===== src/rtl/uart9rx_pkg.sv =====
package uart9rx_pkg;

  typedef enum logic [1:0] {
    REG_CTRL = 2'd0,
    REG_DATA = 2'd1,
    REG_DIV  = 2'd2,
    REG_STAT = 2'd3
  } reg_addr_e;

  typedef enum logic [1:0] {
    FR_IDLE,
    FR_START,
    FR_DATA,
    FR_STOP
  } frame_st_e;

  typedef struct packed {
    logic [8:0] word;
    logic       stop_ok;
  } frame_t;

  localparam logic [7:0] STAT_RESET = 8'h02;

endpackage


===== src/rtl/rx_baud_gen.sv =====
module rx_baud_gen #(
  parameter int DIV_W = 8
) (
  input  logic             clk,
  input  logic             rst_n,
  input  logic             run,
  input  logic [DIV_W-1:0] div,
  output logic             tick
);

  logic [DIV_W-1:0] cnt_q, cnt_d;

  always_comb begin
    tick  = run && (cnt_q == div);
    cnt_d = cnt_q;
    if (!run || tick) cnt_d = '0;
    else              cnt_d = cnt_q + 1'b1;
  end

  always_ff @(posedge clk or negedge rst_n) begin
    if (!rst_n) cnt_q <= '0;
    else        cnt_q <= cnt_d;
  end

  // with a non-zero divisor two ticks are never adjacent
  a_r2_tick_gap: assert property (@(posedge clk) disable iff (!rst_n)
    (tick && div != '0) |=> (!tick || div != $past(div)));

endmodule


===== src/rtl/rx_frame.sv =====
module rx_frame
  import uart9rx_pkg::*;
#(
  parameter int OVS         = 16,
  parameter int SYNC_STAGES = 2
) (
  input  logic   clk,
  input  logic   rst_n,
  input  logic   run,
  input  logic   tick,
  input  logic   rxd,
  input  logic   nine_en,
  output logic   done,
  output frame_t frm
);

  localparam int PH_W = $clog2(OVS);
  localparam logic [PH_W-1:0] MID  = PH_W'(OVS / 2);
  localparam logic [PH_W-1:0] LAST = PH_W'(OVS - 1);

  logic [SYNC_STAGES-1:0] sync_q;
  logic                   rxs;

  genvar g;
  generate
    for (g = 0; g < SYNC_STAGES; g++) begin : g_sync
      if (g == 0) begin : g_first
        always_ff @(posedge clk or negedge rst_n) begin
          if (!rst_n) sync_q[0] <= 1'b1;
          else        sync_q[0] <= rxd;
        end
      end else begin : g_next
        always_ff @(posedge clk or negedge rst_n) begin
          if (!rst_n) sync_q[g] <= 1'b1;
          else        sync_q[g] <= sync_q[g-1];
        end
      end
    end
  endgenerate

  assign rxs = sync_q[SYNC_STAGES-1];

  frame_st_e       st_q, st_d;
  logic [PH_W-1:0] phase_q, phase_d;
  logic [3:0]      bitcnt_q, bitcnt_d;
  logic [8:0]      sh_q, sh_d;
  logic [1:0]      hist_q, hist_d;
  logic            vote, at_mid;
  logic [PH_W-1:0] phase_inc;
  logic [3:0]      last_bit;

  always_comb begin
    vote      = (hist_q[1] & hist_q[0]) | (hist_q[1] & rxs) | (hist_q[0] & rxs);
    at_mid    = (phase_q == MID);
    phase_inc = (phase_q == LAST) ? '0 : phase_q + 1'b1;
    last_bit  = nine_en ? 4'd8 : 4'd7;

    st_d     = st_q;
    phase_d  = phase_q;
    bitcnt_d = bitcnt_q;
    sh_d     = sh_q;
    hist_d   = hist_q;
    done     = 1'b0;

    if (!run) begin
      st_d   = FR_IDLE;
      hist_d = 2'b11;
    end else if (tick) begin
      hist_d = {hist_q[0], rxs};
      case (st_q)
        FR_IDLE: begin
          if (hist_q[0] && !rxs) begin
            st_d    = FR_START;
            phase_d = PH_W'(1);
          end
        end
        FR_START: begin
          phase_d = phase_inc;
          if (at_mid) begin
            if (vote) st_d = FR_IDLE;
            else begin
              st_d     = FR_DATA;
              bitcnt_d = '0;
            end
          end
        end
        FR_DATA: begin
          phase_d = phase_inc;
          if (at_mid) begin
            sh_d     = {vote, sh_q[8:1]};
            bitcnt_d = bitcnt_q + 1'b1;
            if (bitcnt_q == last_bit) st_d = FR_STOP;
          end
        end
        FR_STOP: begin
          phase_d = phase_inc;
          if (at_mid) begin
            done = 1'b1;
            st_d = FR_IDLE;
          end
        end
        default: st_d = FR_IDLE;
      endcase
    end

    frm.word    = nine_en ? sh_q : {1'b0, sh_q[8:1]};
    frm.stop_ok = vote;
  end

  always_ff @(posedge clk or negedge rst_n) begin
    if (!rst_n) begin
      st_q     <= FR_IDLE;
      phase_q  <= '0;
      bitcnt_q <= '0;
      sh_q     <= '0;
      hist_q   <= 2'b11;
    end else begin
      st_q     <= st_d;
      phase_q  <= phase_d;
      bitcnt_q <= bitcnt_d;
      sh_q     <= sh_d;
      hist_q   <= hist_d;
    end
  end

  // a disabled receiver is parked in idle
  a_r11_idle_when_off: assert property (@(posedge clk) disable iff (!rst_n)
    !run |=> (st_q == FR_IDLE));

  // a frame is only entered after the start state
  a_r12_start_first: assert property (@(posedge clk) disable iff (!rst_n)
    (st_q == FR_DATA && $past(st_q) != FR_DATA) |-> $past(st_q) == FR_START);

endmodule


===== src/rtl/rx_regs.sv =====
module rx_regs
  import uart9rx_pkg::*;
#(
  parameter int DIV_W = 8
) (
  input  logic             clk,
  input  logic             rst_n,
  input  logic             bus_sel,
  input  logic             bus_wr,
  input  logic             bus_rd,
  input  logic [1:0]       bus_addr,
  input  logic [7:0]       bus_wdata,
  output logic [7:0]       bus_rdata,
  input  logic             done,
  input  frame_t           frm,
  output logic             flag,
  output logic [DIV_W-1:0] div,
  output logic             run,
  output logic             nine_en
);

  logic             port_q, nine_q, single_q, cont_q, adet_q;
  logic             port_d, nine_d, single_d, cont_d, adet_d;
  logic             ferr_q, oerr_q, b8_q, flag_q;
  logic             ferr_d, oerr_d, b8_d, flag_d;
  logic [7:0]       data_q, data_d;
  logic [DIV_W-1:0] div_q, div_d;
  logic             wr_ctrl, wr_div, rd_data;
  logic             drop, flag_eff, load, ovr;

  always_comb begin
    wr_ctrl  = bus_sel && bus_wr && (bus_addr == REG_CTRL);
    wr_div   = bus_sel && bus_wr && (bus_addr == REG_DIV);
    rd_data  = bus_sel && bus_rd && (bus_addr == REG_DATA);
    drop     = nine_q && adet_q && !frm.word[8];
    flag_eff = flag_q && !rd_data;
    load     = done && !drop && !flag_eff;
    ovr      = done && !drop && flag_eff;

    port_d   = wr_ctrl ? bus_wdata[7] : port_q;
    nine_d   = wr_ctrl ? bus_wdata[6] : nine_q;
    single_d = wr_ctrl ? bus_wdata[5] : single_q;
    cont_d   = wr_ctrl ? bus_wdata[4] : cont_q;
    adet_d   = wr_ctrl ? bus_wdata[3] : adet_q;
    div_d    = wr_div  ? bus_wdata[DIV_W-1:0] : div_q;

    flag_d = load ? 1'b1 : flag_eff;
    data_d = load ? frm.word[7:0] : data_q;
    b8_d   = load ? frm.word[8] : b8_q;
    ferr_d = load ? !frm.stop_ok : ferr_q;
    if (!cont_q)  oerr_d = 1'b0;
    else if (ovr) oerr_d = 1'b1;
    else          oerr_d = oerr_q;

    case (bus_addr)
      REG_CTRL: bus_rdata = {port_q, nine_q, single_q, cont_q, adet_q, ferr_q, oerr_q, b8_q};
      REG_DATA: bus_rdata = data_q;
      REG_DIV:  bus_rdata = 8'(div_q);
      default:  bus_rdata = STAT_RESET;
    endcase

    flag    = flag_q;
    div     = div_q;
    run     = port_q && cont_q;
    nine_en = nine_q;
  end

  always_ff @(posedge clk or negedge rst_n) begin
    if (!rst_n) begin
      port_q <= 1'b0; nine_q <= 1'b0; single_q <= 1'b0; cont_q <= 1'b0; adet_q <= 1'b0;
      ferr_q <= 1'b0; oerr_q <= 1'b0; b8_q <= 1'b0; flag_q <= 1'b0;
      data_q <= '0;   div_q  <= '0;
    end else begin
      port_q <= port_d; nine_q <= nine_d; single_q <= single_d; cont_q <= cont_d; adet_q <= adet_d;
      ferr_q <= ferr_d; oerr_q <= oerr_d; b8_q <= b8_d; flag_q <= flag_d;
      data_q <= data_d; div_q  <= div_d;
    end
  end

  // the flag only rises after a completed frame
  a_r3_flag_source: assert property (@(posedge clk) disable iff (!rst_n)
    $rose(flag_q) |-> $past(done));

  // a filtered data frame never raises the flag
  a_r5_drop_silent: assert property (@(posedge clk) disable iff (!rst_n)
    (done && nine_q && adet_q && !frm.word[8] && !flag_q) |=> !flag_q);

  // reading the buffer clears the flag
  a_r8_read_clears: assert property (@(posedge clk) disable iff (!rst_n)
    (rd_data && !done) |=> !flag_q);

  // a frame landing on a full buffer flags overrun and is lost
  a_r10_overrun: assert property (@(posedge clk) disable iff (!rst_n)
    (ovr) |=> (oerr_q && $stable(data_q)));

  // continuous receive off holds overrun clear
  a_r11_oerr_clear: assert property (@(posedge clk) disable iff (!rst_n)
    !cont_q |=> !oerr_q);

endmodule


===== src/rtl/uart9_rx.sv =====
module uart9_rx
  import uart9rx_pkg::*;
#(
  parameter int DIV_W       = 8,
  parameter int OVS         = 16,
  parameter int SYNC_STAGES = 2
) (
  input  logic       clk,
  input  logic       rst_n,
  input  logic       rxd,
  input  logic       bus_sel,
  input  logic       bus_wr,
  input  logic       bus_rd,
  input  logic [1:0] bus_addr,
  input  logic [7:0] bus_wdata,
  output logic [7:0] bus_rdata,
  output logic       rx_flag
);

  logic [1:0]       rst_sync_q;
  logic             rst_int_n;
  logic             run, tick, nine_en, done;
  logic [DIV_W-1:0] div;
  frame_t           frm;

  always_ff @(posedge clk or negedge rst_n) begin
    if (!rst_n) rst_sync_q <= 2'b00;
    else        rst_sync_q <= {rst_sync_q[0], 1'b1};
  end
  assign rst_int_n = rst_sync_q[1];

  rx_baud_gen #(.DIV_W(DIV_W)) i_baud (
    .clk(clk), .rst_n(rst_int_n), .run(run), .div(div), .tick(tick)
  );

  rx_frame #(.OVS(OVS), .SYNC_STAGES(SYNC_STAGES)) i_frame (
    .clk(clk), .rst_n(rst_int_n), .run(run), .tick(tick), .rxd(rxd),
    .nine_en(nine_en), .done(done), .frm(frm)
  );

  rx_regs #(.DIV_W(DIV_W)) i_regs (
    .clk(clk), .rst_n(rst_int_n), .bus_sel(bus_sel), .bus_wr(bus_wr), .bus_rd(bus_rd),
    .bus_addr(bus_addr), .bus_wdata(bus_wdata), .bus_rdata(bus_rdata),
    .done(done), .frm(frm), .flag(rx_flag), .div(div), .run(run), .nine_en(nine_en)
  );

endmodule


===== config.mk =====
export PLATFORM = sky130hd
export DESIGN_NAME = uart9_rx
export DESIGN_NICKNAME = d
export VERILOG_FILES = /design/src/rtl/uart9rx_pkg.sv /design/src/rtl/rx_baud_gen.sv /design/src/rtl/rx_frame.sv /design/src/rtl/rx_regs.sv /design/src/rtl/uart9_rx.sv
export SDC_FILE = /design/constraint.sdc
export NUM_CORES = 1
export LEC_CHECK = 0
export BUFFER_PORTS_ARGS = -buffer_cell sky130_fd_sc_hd__buf_2
export CAP_MARGIN = 40
export CORE_AREA = 3 3 81 68
export CTS_CLUSTER_SIZE = 10
export DETAILED_ROUTE_END_ITERATION = 8
export DIE_AREA = 0 0 84 71
export GPL_TIMING_DRIVEN = 1
export PLACE_DENSITY = 0.82
export SYNTH_ARGS = -nofsm -noshare
export SYNTH_HDL_FRONTEND = slang
export SYNTH_SLANG_ARGS = --single-unit

===== constraint.sdc =====
create_clock -name clk -period 5 [get_ports clk]
set_clock_uncertainty 0.2 [all_clocks]
set_input_delay 0.25 -clock clk [delete_from_list [all_inputs] [get_ports clk]]
set_output_delay 0.25 -clock clk [all_outputs]
set_load 0.02 [all_outputs]

**Yosys cells after proc, flatten, opt, wreduce, memory -nomap -nowiden**

Cells that the tools add are included.

- Output and inout port bits: 9
- Register bits: 58

- Reduce and logical (&&, ||, !) cells: 30
- Add/subtract/negate cells: 3
- Equality and inequality tests: 20
- Mux-type cells: 29
- Bitwise gates (word level): 5

Operators with widths:

| cell | count |
|---|---|
| two-way mux 4 bit | 6 |
| one-hot mux 8 bit (3 select lines) | 1 |
| two-way mux 2 bit | 10 |
| one-hot mux 4 bit (2 select lines) | 2 |
| inequality test 3 x 2 -> 1 bit, second input constant | 5 |
| logical AND 1 bit | 14 |
| AND reduction 6 bit | 2 |
| two-way mux 9 bit | 1 |
| adder 4 x 1 -> 4 bit, second input constant | 2 |
| adder 8 x 1 -> 8 bit, second input constant | 1 |
| equality test 4 bit, second input constant | 2 |
| equality test 8 bit | 1 |
| two-way mux 8 bit | 1 |
| one-hot mux 2 bit (4 select lines) | 1 |
| logical NOT 1 bit | 7 |
| two-way mux 1 bit | 7 |
| equality test 2 bit, second input constant | 3 |
| inequality test 2 x 1 -> 1 bit, second input constant | 3 |
| inequality test 2 bit, second input constant | 3 |
| equality test 2 x 1 -> 1 bit, second input constant | 2 |
| equality test 4 bit | 1 |
| logical NOT 2 bit | 2 |
| AND reduction 4 bit | 1 |
| bitwise AND 1 bit | 3 |
| other kinds (5) | 6 |

**Longest topological paths before layout**

- Depth in word-level cells: 9
- Depth in mapped cells: 8
- Depth with buffers taken out: 6

**By module**

Synthesis repeated with hierarchy kept, for this count alone.

- Cell total of the unflattened synthesis: 250
- Area total of the unflattened synthesis: 2962.8 sq um

Modules (own cells, without submodules):

| module | cells each | area an instance (sq um) | instances | sequential area each (sq um) |
|---|---|---|---|---|
| rx_frame | 108 | 1238.7 | 1 | 580.6 |
| rx_regs | 93 | 1169.9 | 1 | 625.6 |
| rx_baud_gen | 46 | 500.5 | 1 | 200.2 |
| uart9_rx | 3 | 53.8 | 1 | 50.0 |

**Least setup slack after synthesis**

OpenSTA, ideal clock, no wires.

- Kind: register to register
- From: register i_frame.phase_q[0]
- To: register i_frame.sh_q[1]
- Cell stages (with the launch flop): 9
- Required time: 4675 ps
- Arrival: 1927 ps
- Path buffers: 2
- Library setup time: 125 ps
- Setup slack: 2748 ps
- Period minus slack after synthesis: 2252 ps
- Cell sequence: dfrtp_1 > inv_1 > ha_1 > and4b_1 > clkbuf_1 > nand3_1 > nor4_1 > buf_2 > mux2_2

- Word-level cells in the longest chain between the ends: 2

Ends and longest elaborated chain:

| item | RTL line | text |
|---|---|---|
| start: declaration | rx_frame.sv:44 | `logic [PH_W-1:0] phase_q, phase_d;` |
| start signal: assignment | rx_frame.sv:119 | `phase_q <= phase_d;` |
| equality test 4 bit | rx_frame.sv:54 | `at_mid = (phase_q == MID);` |
| AND reduction 4 bit (no source line) | - |  |
| end signal: assignment | rx_frame.sv:115 | `sh_q <= '0;` |
| end signal: assignment | rx_frame.sv:121 | `sh_q <= sh_d;` |
| end: declaration | rx_frame.sv:46 | `logic [8:0] sh_q, sh_d;` |

No other way between the ends.
A chain may end at the register's enable or synchronous reset.

**Final worst setup path**

- From: register i_baud.cnt_q[2]
- To: register i_regs.data_q[1]

- Word-level cells in the longest chain between the ends: 6

Ends and longest elaborated chain:

| item | RTL line | text |
|---|---|---|
| start: declaration | rx_baud_gen.sv:11 | `logic [DIV_W-1:0] cnt_q, cnt_d;` |
| start signal: assignment | rx_baud_gen.sv:22 | `else cnt_q <= cnt_d;` |
| equality test 8 bit | rx_baud_gen.sv:14 | `tick = run && (cnt_q == div);` |
| logical AND 1 bit | rx_baud_gen.sv:14 |  |
| two-way mux 1 bit | rx_frame.sv:68 | `end else if (tick) begin` |
| two-way mux 1 bit | rx_frame.sv:65 | `if (!run) begin` |
| logical AND 1 bit (2 in series) | rx_regs.sv:37 | `load = done && !drop && !flag_eff;` |
| end signal: assignment | rx_regs.sv:76 | `data_q <= data_d; div_q <= div_d;` |
| end: declaration | rx_regs.sv:26 | `logic [7:0] data_q, data_d;` |

No other way between the ends.

==> metrics.txt <==
# TYPE chip_impl_metric gauge
chip_impl_metric{name="cts-buffers-inserted",unit=""} 9
chip_impl_metric{name="dp_hpwl",unit="µm"} 4370
chip_impl_metric{name="grtUsageTotal",unit="%"} 24.5
chip_impl_metric{name="dr.pass1.iters",unit=""} 4
chip_impl_metric{name="cell_count_after_synthesis",unit=""} 264
chip_impl_metric{name="drc_errors",unit=""} 0
chip_impl_info{name="crit_family",value="simple AND/OR/NAND/NOR gates"} 1
chip_impl_info{name="crit_chain",value="xnor2_1 > nand4_1 > nor4_4 > mux2_2"} 1
chip_impl_metric{name="timing.final.crit_period",unit="ns"} 2.52
chip_impl_metric{name="async_reset_ff_share",unit="%"} 100
chip_impl_metric{name="final_core_utilization",unit="%"} 71.6
chip_impl_info{name="busiest_layer",value="met2"} 1
chip_impl_metric{name="grt_pass1_wl",unit="µm"} 11300
chip_impl_metric{name="timing.critical_path.buf_inv",unit=""} 0
chip_impl_metric{name="final_min_period_over_clock_period",unit="%"} 50.4
chip_impl_metric{name="power.switching",unit="mW"} 0.334
chip_impl_metric{name="global_route.overflow_total",unit=""} 0
chip_impl_metric{name="placed_area",unit="µm²"} 3180
chip_impl_info{name="cp-startpoint",value="i_baud.cnt_q[2]$_DFF_PN0_"} 1
chip_impl_metric{name="antenna_found_initial",unit=""} 0
chip_impl_metric{name="use_met1",unit="%"} 32.0
chip_impl_metric{name="routability_cong",unit=""} 0.889
chip_impl_metric{name="ff_to_ff_setup_slack",unit="ns"} 2.48
chip_impl_info{name="netlist_top_cells_area",value="sky130_fd_sc_hd__dfrtp_1, sky130_fd_sc_hd__mux2_2, sky130_fd_sc_hd__dfstp_2"} 1
chip_impl_metric{name="power_density_over_cell_area",unit="nW/µm²"} 336
chip_impl_metric{name="synth_area_per_cell",unit="µm²"} 11.3
chip_impl_metric{name="leakage",unit="nW"} 1.62
chip_impl_metric{name="die_y",unit="µm"} 71
chip_impl_metric{name="postSynthRegisterBits",unit=""} 58
chip_impl_metric{name="dieArea",unit="µm²"} 5960
chip_impl_metric{name="routedWlPerCell",unit="µm"} 17.9
chip_impl_metric{name="seqPwrFrac",unit="%"} 47.0
chip_impl_info{name="status",value="finished clean"} 1
chip_impl_metric{name="share_clk_of_total_power",unit="%"} 37.8
chip_impl_metric{name="use_met2",unit="%"} 39.2
chip_impl_metric{name="pin_count_of_the_biggest_net_entering_global_routing",unit=""} 57
chip_impl_metric{name="clkSlewWorstSetupHoldPaths",unit="ns"} 0.07
chip_impl_metric{name="fmax",unit="MHz"} 397
chip_impl_info{name="rr_startpoint",value="i_baud.cnt_q[2]$_DFF_PN0_"} 1
chip_impl_metric{name="synth_enable_flop_cells",unit=""} 0
chip_impl_metric{name="final_net_count",unit=""} 321
chip_impl_metric{name="setup_tns_after_final_layout",unit="ns"} 0
chip_impl_metric{name="first_global_vias",unit=""} 2321
chip_impl_metric{name="cts_setup_buffers",unit=""} 0
chip_impl_metric{name="maximum_count_of_clock_buffers_along_a_single_path",unit=""} 2
chip_impl_metric{name="drt_iter0_drc",unit=""} 143
chip_impl_metric{name="finalMaxSlewViolations",unit=""} 0
chip_impl_metric{name="place_ws",unit="ns"} 2.51
chip_impl_metric{name="die_width",unit="µm"} 84
chip_impl_metric{name="synth.net_count",unit=""} 284
chip_impl_metric{name="num_antenna_cells",unit=""} 0
chip_impl_metric{name="path_max_fanout",unit=""} 10
chip_impl_metric{name="required_time_worst_endpoint",unit="ns"} 5.02
chip_impl_metric{name="port-buffer-count",unit=""} 24
chip_impl_metric{name="switching_share",unit="%"} 28.6
chip_impl_metric{name="routed_vias",unit=""} 2200
chip_impl_metric{name="critical-path-max-stage-delay",unit="ns"} 0.78
chip_impl_metric{name="worstMarginPinSlew",unit="ns"} 0.739
chip_impl_metric{name="setup_viol_count_final",unit=""} 0
chip_impl_info{name="synthDominantAreaCellType",value="sky130_fd_sc_hd__dfrtp_1"} 1
chip_impl_metric{name="ios",unit=""} 25
chip_impl_metric{name="detail-route-antenna-nets",unit=""} 0
chip_impl_metric{name="fp-row-count",unit=""} 23
chip_impl_metric{name="comb_power_share",unit="%"} 15.2
chip_impl_metric{name="grt_util_met3",unit="%"} 7.57
chip_impl_info{name="tritoncts_clock_tree",value="done"} 1
chip_impl_metric{name="maxSlewHeadroom",unit="%"} 50.4
chip_impl_metric{name="timing.final.ws_setup",unit="ns"} 2.48
chip_impl_metric{name="final_cell_area",unit="µm²"} 3480
chip_impl_metric{name="final.fill_count",unit=""} 343
chip_impl_metric{name="netlist_area",unit="µm²"} 2990
chip_impl_metric{name="placeableCoreArea",unit="µm²"} 4860
chip_impl_metric{name="cell_internal_pwr",unit="mW"} 0.835
chip_impl_metric{name="maxCapViolCount",unit=""} 0
chip_impl_metric{name="areaGrowthSynthToFinish",unit="%"} 16.3
chip_impl_metric{name="synth-warning-count",unit=""} 0
chip_impl_metric{name="finalHoldViolCount",unit=""} 0
chip_impl_info{name="yosys_most_used_dff",value="sky130_fd_sc_hd__dfrtp_1"} 1
chip_impl_info{name="clock_tree.root_cell",value="sky130_fd_sc_hd__clkbuf_8"} 1
chip_impl_info{name="min_path_type",value="in2async"} 1
chip_impl_info{name="timing.critical_path.from_type",value="register"} 1
chip_impl_metric{name="drt-vias-per-instance",unit=""} 5.98
chip_impl_metric{name="synth-seq-area-share",unit="%"} 48.6
chip_impl_metric{name="timing.hold.ws",unit="ns"} 0.0417
chip_impl_metric{name="yosysTopAreaCellShare",unit="%"} 45.1
chip_impl_metric{name="start_util",unit="%"} 61.6
chip_impl_info{name="critical_path_type",value="reg2reg"} 1
chip_impl_metric{name="vdd_ir_drop_max",unit="mV"} 0.274
chip_impl_metric{name="clock_sinks",unit=""} 58
chip_impl_metric{name="critPathArrivalTime",unit="ns"} 2.54
chip_impl_metric{name="cts_max_level",unit=""} 3
chip_impl_info{name="library_cell_contributing_the_largest_single_delay_on_the_critical_path",value="sky130_fd_sc_hd__nor4_4"} 1
chip_impl_metric{name="post_route_cells_drive_above_1_share",unit="%"} 29.4
chip_impl_metric{name="clock_latency",unit="ns"} 0.33
chip_impl_metric{name="yosysUniqueCellTypes",unit=""} 48
chip_impl_info{name="crit_path_end_kind",value="register"} 1
chip_impl_info{name="rsz_0062_raised_after_global_routing",value="no"} 1
chip_impl_metric{name="post_cts_resized",unit=""} 0
chip_impl_metric{name="routed_wl",unit="µm"} 6580
[power by group through the flow]
stage / Sequential (mW) / Combinational [mW] / Clock [mW]
floorplan: 0.542 / 0.128 / 0
global placement: 0.553 / 0.162 / 0
detailed placement: 0.555 / 0.168 / 0
CTS: 0.547 / 0.176 / 0.450
global route: 0.554 / 0.196 / 0.475
finish: 0.549 / 0.178 / 0.442
[synthesized netlist by cell type, types with 2 or more instances]
library cell and n:
sky130_fd_sc_hd__a211oi_1 2, sky130_fd_sc_hd__a21oi_1 3, sky130_fd_sc_hd__a221o_1 3, sky130_fd_sc_hd__a41o_1 2, sky130_fd_sc_hd__a41oi_1 3, sky130_fd_sc_hd__and2_1 3
sky130_fd_sc_hd__and3_1 6, sky130_fd_sc_hd__and3b_1 2, sky130_fd_sc_hd__and4_1 2, sky130_fd_sc_hd__and4b_1 3, sky130_fd_sc_hd__clkbuf_1 8, sky130_fd_sc_hd__dfrtp_1 54
sky130_fd_sc_hd__dfstp_2 4, sky130_fd_sc_hd__ha_1 4, sky130_fd_sc_hd__inv_1 8, sky130_fd_sc_hd__mux2_2 39, sky130_fd_sc_hd__mux2i_1 10, sky130_fd_sc_hd__nand2_1 16
sky130_fd_sc_hd__nand3_1 12, sky130_fd_sc_hd__nand4_1 5, sky130_fd_sc_hd__nor2_1 8, sky130_fd_sc_hd__nor2b_1 6, sky130_fd_sc_hd__nor3_1 11, sky130_fd_sc_hd__nor4b_1 2
sky130_fd_sc_hd__o21a_1 2, sky130_fd_sc_hd__o21ai_0 10, sky130_fd_sc_hd__o2bb2ai_1 3, sky130_fd_sc_hd__xnor2_1 9, sky130_fd_sc_hd__xor2_1 5
[routing by layer]
metal	part of all wire (%)	wire length, µm
met4	1.3	87
met1	46	3040
met5	0	0
met2	48	3140
met3	4.8	314
[placed cells by master, fill, tap and decap left out, types with 9 or more instances in the layout]
| master | synthesis | layout |
|---|---|---|
| sky130_fd_sc_hd__clkbuf_8 | 0 | 11 |
| sky130_fd_sc_hd__nand2_1 | 16 | 16 |
| sky130_fd_sc_hd__xnor2_1 | 9 | 9 |
| sky130_fd_sc_hd__mux2i_1 | 10 | 10 |
| sky130_fd_sc_hd__dfrtp_1 | 54 | 53 |
| sky130_fd_sc_hd__o21ai_0 | 10 | 10 |
| sky130_fd_sc_hd__nand3_1 | 12 | 12 |
| sky130_fd_sc_hd__mux2_2 | 39 | 39 |
| sky130_fd_sc_hd__nor3_1 | 11 | 11 |
| sky130_fd_sc_hd__dlygate4sd3_1 | 0 | 10 |
| sky130_fd_sc_hd__buf_2 | 1 | 24 |
[stage by stage]
step | power, mW | std cells
2_1_floorplan | 0.670 | 264
3_3_place_gp | 0.716 | 341
3_5_place_dp | 0.723 | 342
4_1_cts | 1.17 | 368
5_1_grt | 1.23 | 368
6_report | 1.17 | 368
[cell families (layout without fill, tap and decap cells)]
kind of cell,after synthesis,in the layout,share of synthesized area [%]
mux,49,49,18.0
compound gates,35,35,8.53
other cells,1,1,0.125
fa+ha+maj,5,5,2.01
flops,58,58,48.6
buf+inv,18,60,2.30
simple gates,84,84,16.3
xor+xnor,14,14,4.10
[path summary, 6_finish.rpt]
check,endpoint,cells after the start
min in group clk,rst_sync_q[1]$_DFF_PN0_,0
max,i_regs.data_q[1]$_DFFE_PN0P_,4
min,rst_sync_q[0]$_DFF_PN0_,2
max in group asynchronous,i_regs.data_q[2]$_DFFE_PN0P_,1
min reg2reg,rst_sync_q[1]$_DFF_PN0_,0
max reg2reg,i_regs.data_q[1]$_DFFE_PN0P_,4
[what timing repair did]
item / in CTS / in global routing
hold buffers: 10 / 0
endpoints found under the hold margin: 16 / 0
setup endpoints to repair: 0 / 0
[layout make-up]
type	instances	area, µm²	area share, %
multi-input cells	188	1480	42.4
flip-flops and latches	58	1460	41.9
repair buffers	36	235	6.76
clock buffers	12	155	4.46
well taps	62	77.6	2.23
clock inverters	4	50.0	1.44
inverters	8	30.0	0.863
[worst reg2reg max path, cell delays in order (launching register included)]
cell                      delay, ns
sky130_fd_sc_hd__dfrtp_1       0.44
sky130_fd_sc_hd__xnor2_1       0.25
sky130_fd_sc_hd__nand4_1       0.32
sky130_fd_sc_hd__nor4_4        0.78
sky130_fd_sc_hd__mux2_2        0.42
[flip-flops by register name, summed over array words and instances (netlist names), 2 cells and up]
register	cells
i_baud.cnt_q	8
i_frame.bitcnt_q	4
i_frame.hist_q	2
i_frame.phase_q	4
i_frame.sh_q	9
i_frame.st_q	2
i_regs.data_q	8
i_regs.div	8
rst_sync_q	2
Power figures use the tool's default switching activity.
